`src/rtl/dma_rx_pkg.sv`:
```
package dma_rx_pkg;
    localparam int unsigned WORD_W = 32;
    localparam int unsigned IRQ_W  = 4;

    // flag word bit positions (shared with the transmit engine)
    localparam int unsigned FLG_EOL    = 0;
    localparam int unsigned FLG_INTR   = 4;
    localparam int unsigned FLG_IN_EOP = 11;

    // raw interrupt bit positions
    localparam int unsigned IRQ_DATA_A  = 0;
    localparam int unsigned IRQ_DATA_B  = 1;
    localparam int unsigned IRQ_PKT_END = 3;

    // descriptor word offsets written back on close
    localparam logic [WORD_W-1:0] OFS_FLAGS = 32'd8;
    localparam logic [WORD_W-1:0] OFS_END   = 32'd12;

    typedef enum logic [2:0] {
        ST_IDLE,
        ST_RD_REQ,
        ST_RD_WAIT,
        ST_STREAM,
        ST_WR_DATA,
        ST_CLOSE,
        ST_WB_REQ,
        ST_HALT
    } rx_state_e;
endpackage

```
`src/rtl/dma_rx_cap.sv`:
```
module dma_rx_cap
    import dma_rx_pkg::*;
#(
    parameter int unsigned CNT_W = 3
) (
    input  logic [WORD_W-1:0] pos_i,
    input  logic [WORD_W-1:0] end_i,
    input  logic [CNT_W-1:0]  count_i,
    output logic [CNT_W-1:0]  len_o,
    output logic [WORD_W-1:0] new_pos_o,
    output logic              reached_end_o
);
    logic [WORD_W-1:0] space;
    logic [WORD_W-1:0] count_ext;

    always_comb begin
        count_ext = WORD_W'(count_i);
        space     = (end_i > pos_i) ? (end_i - pos_i) : '0;
        if (space < count_ext) begin
            len_o = space[CNT_W-1:0];
        end else begin
            len_o = count_i;
        end
        new_pos_o     = pos_i + WORD_W'(len_o);
        reached_end_o = (new_pos_o >= end_i);
    end
endmodule

```
`src/rtl/dma_rx_irq.sv`:
```
module dma_rx_irq
    import dma_rx_pkg::*;
(
    input  logic             clk_i,
    input  logic             rst_ni,
    input  logic             set_stb_i,
    input  logic [IRQ_W-1:0] set_bits_i,
    input  logic [IRQ_W-1:0] ack_i,
    output logic [IRQ_W-1:0] raw_o,
    output logic             update_o
);
    typedef struct packed {
        logic [IRQ_W-1:0] raw;
        logic             upd;
    } irq_regs_t;

    irq_regs_t d, q;

    always_comb begin
        d     = q;
        d.raw = q.raw & ~ack_i;
        if (set_stb_i) begin
            d.raw = d.raw | set_bits_i;
        end
        d.upd = set_stb_i && (d.raw != q.raw);
    end

    always_ff @(posedge clk_i or negedge rst_ni) begin
        if (!rst_ni) begin
            q <= '0;
        end else begin
            q <= d;
        end
    end

    assign raw_o    = q.raw;
    assign update_o = q.upd;

    // an update pulse always reflects a real change of the raw value
    assert_update_changes_R7: assert property (@(posedge clk_i) disable iff (!rst_ni)
        update_o |-> (raw_o != $past(raw_o)))
        else $error("irq update without raw change");
endmodule

```
`src/rtl/dma_rx_engine.sv`:
```
module dma_rx_engine
    import dma_rx_pkg::*;
#(
    parameter  int unsigned BEAT_BYTES = 4,
    localparam int unsigned DATA_W     = BEAT_BYTES * 8,
    localparam int unsigned CNT_W      = $clog2(BEAT_BYTES + 1),
    localparam int unsigned MEM_W      = (DATA_W > WORD_W) ? DATA_W : WORD_W,
    localparam int unsigned WB_W       = $clog2(MEM_W / 8 + 1)
) (
    input  logic              clk_i,
    input  logic              rst_ni,
    input  logic              start_i,
    input  logic [WORD_W-1:0] start_desc_i,
    input  logic              s_valid_i,
    output logic              s_ready_o,
    input  logic [DATA_W-1:0] s_data_i,
    input  logic [CNT_W-1:0]  s_count_i,
    input  logic              s_eop_i,
    output logic              acc_valid_o,
    output logic [CNT_W-1:0]  acc_len_o,
    output logic              mem_req_o,
    output logic              mem_we_o,
    output logic [WORD_W-1:0] mem_addr_o,
    output logic [MEM_W-1:0]  mem_wdata_o,
    output logic [WB_W-1:0]   mem_wbytes_o,
    input  logic              mem_ready_i,
    input  logic              mem_rvalid_i,
    input  logic [WORD_W-1:0] mem_rdata_i,
    input  logic [IRQ_W-1:0]  intr_ack_i,
    output logic [IRQ_W-1:0]  raw_intr_o,
    output logic              irq_update_o,
    output logic              eol_o
);
    localparam logic [WB_W-1:0] WORD_BYTES = WB_W'(WORD_W / 8);

    typedef struct packed {
        rx_state_e         state;
        logic [1:0]        widx;
        logic [WORD_W-1:0] desc;
        logic [WORD_W-1:0] next;
        logic [WORD_W-1:0] pos;
        logic [WORD_W-1:0] end_addr;
        logic [WORD_W-1:0] flags;
        logic [WORD_W-1:0] wr_addr;
        logic [DATA_W-1:0] wr_data;
        logic [CNT_W-1:0]  wr_len;
        logic              close_pend;
        logic              eop_pend;
        logic              eol;
        logic              acc_valid;
        logic [CNT_W-1:0]  acc_len;
    } rx_regs_t;

    rx_regs_t d, q;

    logic [CNT_W-1:0]  cap_len;
    logic [WORD_W-1:0] cap_pos;
    logic              cap_full;
    logic              set_stb;
    logic [IRQ_W-1:0]  set_bits;

    dma_rx_cap #(.CNT_W(CNT_W)) cap_i (
        .pos_i        (q.pos),
        .end_i        (q.end_addr),
        .count_i      (s_count_i),
        .len_o        (cap_len),
        .new_pos_o    (cap_pos),
        .reached_end_o(cap_full)
    );

    dma_rx_irq irq_i (
        .clk_i     (clk_i),
        .rst_ni    (rst_ni),
        .set_stb_i (set_stb),
        .set_bits_i(set_bits),
        .ack_i     (intr_ack_i),
        .raw_o     (raw_intr_o),
        .update_o  (irq_update_o)
    );

    always_comb begin
        d              = q;
        d.acc_valid    = 1'b0;
        s_ready_o      = 1'b0;
        mem_req_o      = 1'b0;
        mem_we_o       = 1'b0;
        mem_addr_o     = '0;
        mem_wdata_o    = '0;
        mem_wbytes_o   = '0;
        set_stb        = 1'b0;
        set_bits       = '0;

        unique case (q.state)
            ST_IDLE, ST_HALT: begin
                if (q.state == ST_HALT) begin
                    // halted: swallow beats with a zero-length report
                    s_ready_o = 1'b1;
                    if (s_valid_i) begin
                        d.acc_valid = 1'b1;
                        d.acc_len   = '0;
                    end
                end
                if (start_i) begin
                    d.desc  = start_desc_i;
                    d.widx  = 2'd0;
                    d.eol   = 1'b0;
                    d.state = ST_RD_REQ;
                end
            end

            ST_RD_REQ: begin
                mem_req_o  = 1'b1;
                mem_addr_o = q.desc + {28'd0, q.widx, 2'b00};
                if (mem_ready_i) begin
                    d.state = ST_RD_WAIT;
                end
            end

            ST_RD_WAIT: begin
                if (mem_rvalid_i) begin
                    unique case (q.widx)
                        2'd0: d.next     = mem_rdata_i;
                        2'd1: d.pos      = mem_rdata_i;
                        2'd2: d.flags    = mem_rdata_i;
                        2'd3: d.end_addr = mem_rdata_i;
                    endcase
                    if (q.widx == 2'd3) begin
                        d.state = ST_STREAM;
                    end else begin
                        d.widx  = q.widx + 2'd1;
                        d.state = ST_RD_REQ;
                    end
                end
            end

            ST_STREAM: begin
                s_ready_o = 1'b1;
                if (s_valid_i) begin
                    d.acc_valid  = 1'b1;
                    d.acc_len    = cap_len;
                    d.wr_addr    = q.pos;
                    d.wr_data    = s_data_i;
                    d.wr_len     = cap_len;
                    d.pos        = cap_pos;
                    d.close_pend = cap_full || s_eop_i;
                    d.eop_pend   = s_eop_i;
                    if (cap_len != '0) begin
                        d.state = ST_WR_DATA;
                    end else if (cap_full || s_eop_i) begin
                        d.state = ST_CLOSE;
                    end
                end
            end

            ST_WR_DATA: begin
                mem_req_o    = 1'b1;
                mem_we_o     = 1'b1;
                mem_addr_o   = q.wr_addr;
                mem_wdata_o  = MEM_W'(q.wr_data);
                mem_wbytes_o = WB_W'(q.wr_len);
                if (mem_ready_i) begin
                    d.state = q.close_pend ? ST_CLOSE : ST_STREAM;
                end
            end

            ST_CLOSE: begin
                set_stb                = 1'b1;
                set_bits[IRQ_DATA_A]   = q.flags[FLG_INTR];
                set_bits[IRQ_DATA_B]   = q.flags[FLG_INTR];
                set_bits[IRQ_PKT_END]  = q.eop_pend;
                if (q.eop_pend) begin
                    d.flags[FLG_IN_EOP] = 1'b1;
                end
                d.widx  = 2'd0;
                d.state = ST_WB_REQ;
            end

            ST_WB_REQ: begin
                mem_req_o    = 1'b1;
                mem_we_o     = 1'b1;
                mem_wbytes_o = WORD_BYTES;
                if (q.widx == 2'd0) begin
                    mem_addr_o  = q.desc + OFS_FLAGS;
                    mem_wdata_o = MEM_W'(q.flags);
                end else begin
                    mem_addr_o  = q.desc + OFS_END;
                    mem_wdata_o = MEM_W'(q.pos);
                end
                if (mem_ready_i) begin
                    if (q.widx == 2'd0) begin
                        d.widx = 2'd1;
                    end else if (q.flags[FLG_EOL]) begin
                        d.eol   = 1'b1;
                        d.state = ST_HALT;
                    end else begin
                        d.desc  = q.next;
                        d.widx  = 2'd0;
                        d.state = ST_RD_REQ;
                    end
                end
            end

            default: d.state = ST_IDLE;
        endcase
    end

    always_ff @(posedge clk_i or negedge rst_ni) begin
        if (!rst_ni) begin
            q       <= '0;
            q.state <= ST_IDLE;
        end else begin
            q <= d;
        end
    end

    assign acc_valid_o = q.acc_valid;
    assign acc_len_o   = q.acc_len;
    assign eol_o       = q.eol;

    // the stream is never taken while a memory access is outstanding
    assert_no_ready_with_mem_R2: assert property (@(posedge clk_i) disable iff (!rst_ni)
        mem_req_o |-> !s_ready_o)
        else $error("stream ready during memory request");

    // a report never claims more bytes than the beat offered
    assert_len_capped_R3: assert property (@(posedge clk_i) disable iff (!rst_ni)
        acc_valid_o |-> (WORD_W'(acc_len_o) <= WORD_W'($past(s_count_i))))
        else $error("accepted more bytes than offered");

    // data writes stay inside the buffer
    assert_write_in_buffer_R3: assert property (@(posedge clk_i) disable iff (!rst_ni)
        (mem_req_o && mem_we_o && q.state == ST_WR_DATA) |->
        (mem_addr_o + WORD_W'(mem_wbytes_o) <= q.end_addr))
        else $error("data write beyond buffer end");

    // once halted, beats are taken as zero bytes
    assert_zero_after_eol_R9: assert property (@(posedge clk_i) disable iff (!rst_ni)
        (eol_o && s_valid_i && s_ready_o) |=> (acc_valid_o && acc_len_o == '0))
        else $error("nonzero accept after end of list");

    // halt persists until a new start
    assert_eol_sticky_R9: assert property (@(posedge clk_i) disable iff (!rst_ni)
        (eol_o && !start_i) |=> eol_o)
        else $error("end-of-list flag dropped without start");
endmodule

```
`config.mk`:
```
export PLATFORM = sky130hd
export DESIGN_NAME = dma_rx_engine
export DESIGN_NICKNAME = d
export VERILOG_FILES = /design/src/rtl/dma_rx_pkg.sv /design/src/rtl/dma_rx_cap.sv /design/src/rtl/dma_rx_irq.sv /design/src/rtl/dma_rx_engine.sv
export SDC_FILE = /design/constraint.sdc
export NUM_CORES = 1
export LEC_CHECK = 0
export ABC_AREA = 0
export ABC_CLOCK_PERIOD_IN_PS = 8550
export BUFFER_PORTS_ARGS = -buffer_cell sky130_fd_sc_hd__buf_2
export CORE_UTILIZATION = 54
export CTS_CLUSTER_DIAMETER = 40
export DETAILED_ROUTE_END_ITERATION = 7
export PLACE_DENSITY_LB_ADDON = 0.2
export SLEW_MARGIN = 20
export SYNTH_ARGS = -nofsm -noshare
export SYNTH_HDL_FRONTEND = slang
export SYNTH_SLANG_ARGS = --single-unit
```
`constraint.sdc`:
```
create_clock -name clk_i -period 8.55 [get_ports clk_i]
set_input_delay 0.4275 -clock clk_i [delete_from_list [all_inputs] [get_ports clk_i]]
set_output_delay 0.4275 -clock clk_i [all_outputs]
set_load 0.1 [all_outputs]
```
==> results of run 1 <==
## cell usage in the layout, fill, tap and decap left out, drive strengths merged, types with 5 or more instances in the layout
master and instances:
o221ai 6, nand2b 8, nor4 6, ha 78, o22ai 19, mux2i 75, nor3 22, a22oi 30
and3 17, nand4 40, nor2b 10, clkinvlp 6, a21o 21, xnor2 50, dfrtp 244, nand3 55
and2 11, inv 103, bufinv 6, clkinv 5, mux2 132, clkbuf 44, o21a 10, a211oi 41
nor2 125, a31oi 31, o21ai 148, or3 7, nand2 212, xor2 28, a21oi 80, buf 258
o211ai 10
## worst paths after layout
| check | startpoint | end | cells after the start | slack [ns] |
|---|---|---|---|---|
| setup / recovery | q[163] | q[237] | 40 | 0.44 |
| hold / removal | intr_ack_i[2] | irq_i.raw_o[2] | 2 | 0.06 |
| setup reg to reg | q[163] | q[237] | 40 | 0.44 |
| hold reg to reg | acc_len_o[2] | acc_len_o[2] | 1 | 0.47 |
| max in group asynchronous | rst_ni | q[237] | 3 | 6.45 |
| min in group asynchronous | rst_ni | q[227] | 2 | 0.52 |
## logic make-up (layout without fill, tap and decap cells)
| group | count (synthesis) | in the layout | synth area share [%] |
|---|---|---|---|
| AO/OA/AOI/OAI | 451 | 451 | 17.6 |
| XOR/XNOR | 78 | 78 | 4.19 |
| adder cells (fa/ha/maj) | 81 | 81 | 6.36 |
| buffers and inverters | 225 | 423 | 5.47 |
| flip-flops | 244 | 244 | 37.5 |
| multiplexers | 208 | 208 | 13.9 |
| other | 0 | 1 | 0 |
| AND/OR/NAND/NOR | 532 | 532 | 15.0 |
## power groups by stage
stage,Sequential [W],Combinational [W],Clock [W]
after floorplan,0.00186,0.00279,0
after global placement,0.00199,0.00353,0
after detailed placement,0.00202,0.00358,0
after CTS,0.00200,0.00360,0.00165
final,0.00202,0.00367,0.00164
after global routing,0.00208,0.00394,0.00171
## sequential cells by signal, indices dropped and copies added (netlist names)
register,count
irq_i.update_o,1
irq_i.raw_o,4
eol_o,1
q,234
acc_valid_o,1
acc_len_o,3
## metrics by stage
| stage | total power, W | cells | utilization [%] | area [um2] | TNS, ns |
|---|---|---|---|---|---|
| 2_1_floorplan | 0.00465 | 1819 | - | 16300 | 0 |
| 3_3_place_gp | 0.00553 | 2339 | 59.9 | 17800 | 0 |
| 3_5_place_dp | 0.00560 | 2339 | 59.9 | 17800 | 0 |
| 4_1_cts | 0.00726 | 2407 | 64.5 | 19100 | 0 |
| 5_1_grt | 0.00772 | 2407 | 64.9 | 19200 | -0.135 |
| 6_report | 0.00733 | 2408 | 64.9 | 19200 | 0 |
## area by class of cell
| cell class | instances | area share, % |
|---|---|---|
| diodes | 1 | 0.0130 |
| clock buffers | 44 | 5.38 |
| clock inverters | 23 | 1.63 |
| inverters | 97 | 1.89 |
| multi-input cells | 1350 | 49.1 |
| flip-flops and latches | 244 | 31.8 |
| well taps | 390 | 2.54 |
| repair buffers | 259 | 7.72 |
## repair_timing
item                                    4_1_cts  5_1_grt
resized for setup                             1       22
endpoints found under the setup margin        1        4
hold buffers                                  1        0
endpoints found under the hold margin         9        0
pin swaps                                     0        1
## critical path: cells and delay by family (launching register included)
kind	cells	cell delay [ns]
AND/OR/NAND/NOR	18	3.29
AO/OA/AOI/OAI	10	1.95
adder cells (fa/ha/maj)	5	1.41
buffers and inverters	5	0.60
flip-flops	1	0.42
XOR/XNOR	1	0.19
multiplexers	1	0.17
## metal layers
metal | wire length, um | vias to the layer above | global-route usage [%]
met4 | 1080 | 0 | 9.13
met1 | 23900 | 7168 | 50.0
met2 | 22600 | 647 | 49.7
li1 | - | 6875 | -
met5 | 0 | - | 0
met3 | 4480 | 86 | 6.71
==> impl_metrics.json, run 1 <==
{
  "drtIter0Drc": 1558,
  "crit_path_max_fanout": 5,
  "crit_top_cell": "ha_1",
  "fillCellCount": 2494,
  "timing.final.ws_setup_ns": 0.438,
  "power.density_nw_per_um2": 381,
  "drive_gt1_share_pct": 24.9,
  "rsz0062_at_grt": "yes",
  "core_um2": 29600,
  "final_nets": 2180,
  "drc": 0,
  "ys_seq_area_share_pct": 37.5,
  "via_count": 14800,
  "clock_power_share_pct": 22.3,
  "fin_crit_ns": 8.11,
  "grt_antenna_before_repair": 0,
  "slew_viol_final": 0,
  "ir_drop_mv": 0.200,
  "post_drt_via_cell_ratio": 6.14,
  "insertion_delay_ns": 0.54,
  "dieArea_um2": 30900,
  "max_stage_delay_ns": 0.51,
  "post_drt_wl_per_cell_um": 21.6,
  "synth.distinct_cells": 79,
  "pwr-share-seq_pct": 27.6,
  "yosys-top-cells-count": "244 x dfrtp_1, 210 x nand2_1, 139 x o21ai_0, 132 x mux2_2, 125 x nor2_1",
  "switchingPower_w": 0.00354,
  "dr.pass1.iters": 6,
  "h-tree-depth": 2,
  "synth_top_area_share_pct": 37.5,
  "finalHoldViolCount": 0,
  "max_slew.worst_pin.slew_ns": 1.09,
  "crit_slowest_cell": "or4_4",
  "criticalPathCategory": "reg -> reg",
  "cp.arrival_ns": 8.52,
  "dp_slack_ns": 0.166,
  "clock-root-buffer": "clkbuf_16",
  "num_io_pins": 190,
  "cts_tree": "built",
  "finClkSkew_ns": 0.0314,
  "switching_share_pct": 48.3,
  "whs_ns": 0.0601,
  "ys_top_cells_by_area": "dfrtp_1 37%, mux2_2 9.1%, ha_1 6.0%",
  "async_flop_share_pct": 100,
  "dp_hpwl_mm": 38.6,
  "cts.sinks": 244,
  "hold_class": "in -> reg",
  "clockBufferDepth": 3,
  "drt-total-wl_mm": 52.1,
  "io_buffer_count": 189,
  "regArea_um2": 6110,
  "grt_max_degree": 109,
  "path_clk_slew_ns": 0.06,
  "yosys.area.top_type": "dfrtp_1",
  "overflow": 0,
  "period_share_pct": 94.9,
  "yosysWarnings": 0,
  "cts_buffers": 37,
  "cap_violations": 0,
  "status": "complete, no violations",
  "syn_area_per_cell_um2": 8.96,
  "internal-power_w": 0.00379,
  "syn_to_final_growth_pct": 18.0,
  "grt_pass1_vias": 14100,
  "cp.required_ns": 8.96,
  "initial_core_util_pct": 55.0,
  "synth_seq_cells": 244,
  "cp-end-kind": "flop",
  "worstSetupStartpointType": "flop",
  "grt_util_all_layers_pct": 33.7,
  "fmax_ghz": 0.123,
  "postSynthCellCount": 1819,
  "finalSetupViolations": 0,
  "antenna_left": 0,
  "place_congestion": 0.966,
  "synth_most_common_cell": "dfrtp_1",
  "multi_input_area_um2": 9430,
  "slew_headroom_pct": 27.5,
  "p_leak_nw": 8.99,
  "grt_pass1_wl_mm": 80.6,
  "synth_nets": 2010,
  "syn-cell-area_um2": 16300,
  "die_x_um": 176,
  "cts_setup_buffers": 0,
  "combPwrFrac_pct": 50.1,
  "synthFlopType": "dfrtp_1",
  "synth_edf_count": 0,
  "die-height_um": 176,
  "rows": 63
}
Note: power is estimated with default switching activity, not from simulation.
==> run 2, diff against run 1 <==
--- a/config.mk
+++ b/config.mk
@@ -9,6 +9,7 @@
 export ABC_CLOCK_PERIOD_IN_PS = 8550
 export BUFFER_PORTS_ARGS = -buffer_cell sky130_fd_sc_hd__buf_2
 export CORE_UTILIZATION = 54
+export CTS_BUF_LIST = sky130_fd_sc_hd__clkbuf_16
 export CTS_CLUSTER_DIAMETER = 40
 export DETAILED_ROUTE_END_ITERATION = 7
 export PLACE_DENSITY_LB_ADDON = 0.2
==> run 2 against run 1 <==
Compared with the run above: non-clock buffer count unchanged; largest cell class unchanged; sequential power about the same; count of clock-buffer cells in the layout down 5; power down 0.53%; setup slack better by 0.010 ns; die area unchanged; cell count unchanged; via count up 0.31%; clock power down 2%; largest power group unchanged.
==> impl_metrics.json, run 2 (same netlist as run 1, synthesis figures left out) <==
{
  "dpl_cell_area_um2": 17800,
  "fin_crit_ns": 8.10,
  "crit_slowest_cell": "or4_4",
  "finClkSkew_ns": 0.0287,
  "fmax_ghz": 0.123,
  "insertion_delay_ns": 0.53,
  "die-height_um": 176,
  "overflow": 0,
  "rsz0062_at_grt": "yes",
  "dp_slack_ns": 0.166,
  "worstSetupStartpointType": "flop",
  "mostFrequentLayoutCells": "243 x dfrtp_1, 209 x nand2_1, 188 x buf_2",
  "drive_gt1_share_pct": 24.7,
  "finish.instance_area_um2": 19200,
  "criticalPathCategory": "reg -> reg",
  "rows": 63,
  "grt_util_all_layers_pct": 33.7,
  "finalHoldViolCount": 0,
  "cts_buffers": 37,
  "finalSetupViolations": 0,
  "cap_violations": 0,
  "dp_cells": 2339,
  "dieArea_um2": 30900,
  "grt_max_degree": 109,
  "via_count": 14800,
  "die_x_um": 176,
  "whs_ns": 0.0635,
  "power.density_nw_per_um2": 380,
  "final_nets": 2180,
  "grt_antenna_before_repair": 0,
  "core_um2": 29600,
  "drt-total-wl_mm": 52.0,
  "syn_to_final_growth_pct": 17.7,
  "h-tree-depth": 2,
  "status": "complete, no violations",
  "num_io_pins": 190,
  "p_leak_nw": 8.97,
  "post_drt_wl_per_cell_um": 21.6,
  "cp-end-kind": "flop",
  "grt_pass1_vias": 14100,
  "crit_top_cell": "ha_1",
  "slew_viol_final": 0,
  "grt_pass1_wl_mm": 80.5,
  "cp.required_ns": 8.95,
  "initial_core_util_pct": 55.0,
  "largest_register_ffs": 234,
  "drtIter0Drc": 1467,
  "timing.final.ws_setup_ns": 0.448,
  "slew_headroom_pct": 29.2,
  "max_stage_delay_ns": 0.51,
  "clockBufferDepth": 3,
  "ir_drop_mv": 0.201,
  "largest_register": "q",
  "dp_hpwl_mm": 38.6,
  "hold_class": "in -> reg",
  "fin_cells": 2408,
  "period_share_pct": 94.8,
  "io_buffer_count": 189,
  "path_clk_slew_ns": 0.06,
  "cts_setup_buffers": 0,
  "drc": 0,
  "cts_tree": "built",
  "max_slew.worst_pin.slew_ns": 1.06,
  "dr.pass1.iters": 6,
  "min_path_cells": 2,
  "cp.arrival_ns": 8.50,
  "place_congestion": 0.966,
  "post_drt_via_cell_ratio": 6.16,
  "cts.sinks": 244,
  "antenna_left": 0,
  "clock-root-buffer": "clkbuf_16",
  "layout_commonest_cell": "dfrtp_1",
  "rr_worst_depth": 40,
  "crit_path_max_fanout": 5
}
==> run 2: cell types whose count changed in the layout (fill, tap and decap cells not counted), sizes merged <==
cell | before | now
clkbuf | 44 | 39
clkinv | 5 | 9
inv | 103 | 104
==> run 2: where the power goes <==
part           switching [W]  internal (W)
registers           0.000432       0.00159
logic                0.00252       0.00115
clock network       0.000578       0.00102
==> run 2: per-layer routing <==
metal	vias to the layer above	track usage (%)	wire (um)
met5	-	0	0
met1	7214	49.7	23800
met4	0	9.38	1130
met3	97	7.19	4430
li1	6873	-	-
met2	638	49.4	22600
==> run 2: final cells by class <==
class,count,area [um2]
Timing Repair Buffer,259,1480
Fill cell,2498,10500
Clock inverter,28,332
Antenna cell,1,2.50
Multi-Input combinational cell,1350,9430
Clock buffer,39,976
Tap cell,390,488
Sequential cell,244,6110
Inverter,97,364
==> run 2: stage by stage <==
step	setup TNS [ns]	util (%)	power, W
4_1_cts	0	64.4	0.00722
3_5_place_dp	0	59.9	0.00560
2_1_floorplan	0	-	0.00465
3_3_place_gp	0	59.9	0.00553
6_report	0	64.7	0.00729
5_1_grt	-0.133	64.7	0.00769
==> run 2: path summary, 6_finish.rpt <==
check / to / slack (ns) / start
hold reg to reg: acc_len_o[2] / 0.47 / acc_len_o[2]
setup / recovery: q[237] / 0.45 / q[163]
max in group asynchronous: q[237] / 6.44 / rst_ni
min in group asynchronous: q[227] / 0.52 / rst_ni
setup reg to reg: q[237] / 0.45 / q[163]
hold / removal: irq_i.raw_o[2] / 0.06 / intr_ack_i[2]
==> run 2: critical path: cells and delay by family, from the launching register on <==
family	cells	cell delay (ns)
xor+xnor	1	0.19
simple gates	18	3.27
mux	1	0.17
compound gates	10	1.94
flops	1	0.41
buf+inv	5	0.60
fa+ha+maj	5	1.40
==> run 2: timing repair <==
action / in CTS / in global routing
hold buffers: 1 / 0
hold endpoints to repair: 7 / 0
resized for setup: 1 / 22
pin swaps: 0 / 1
endpoints found under the setup margin: 1 / 4
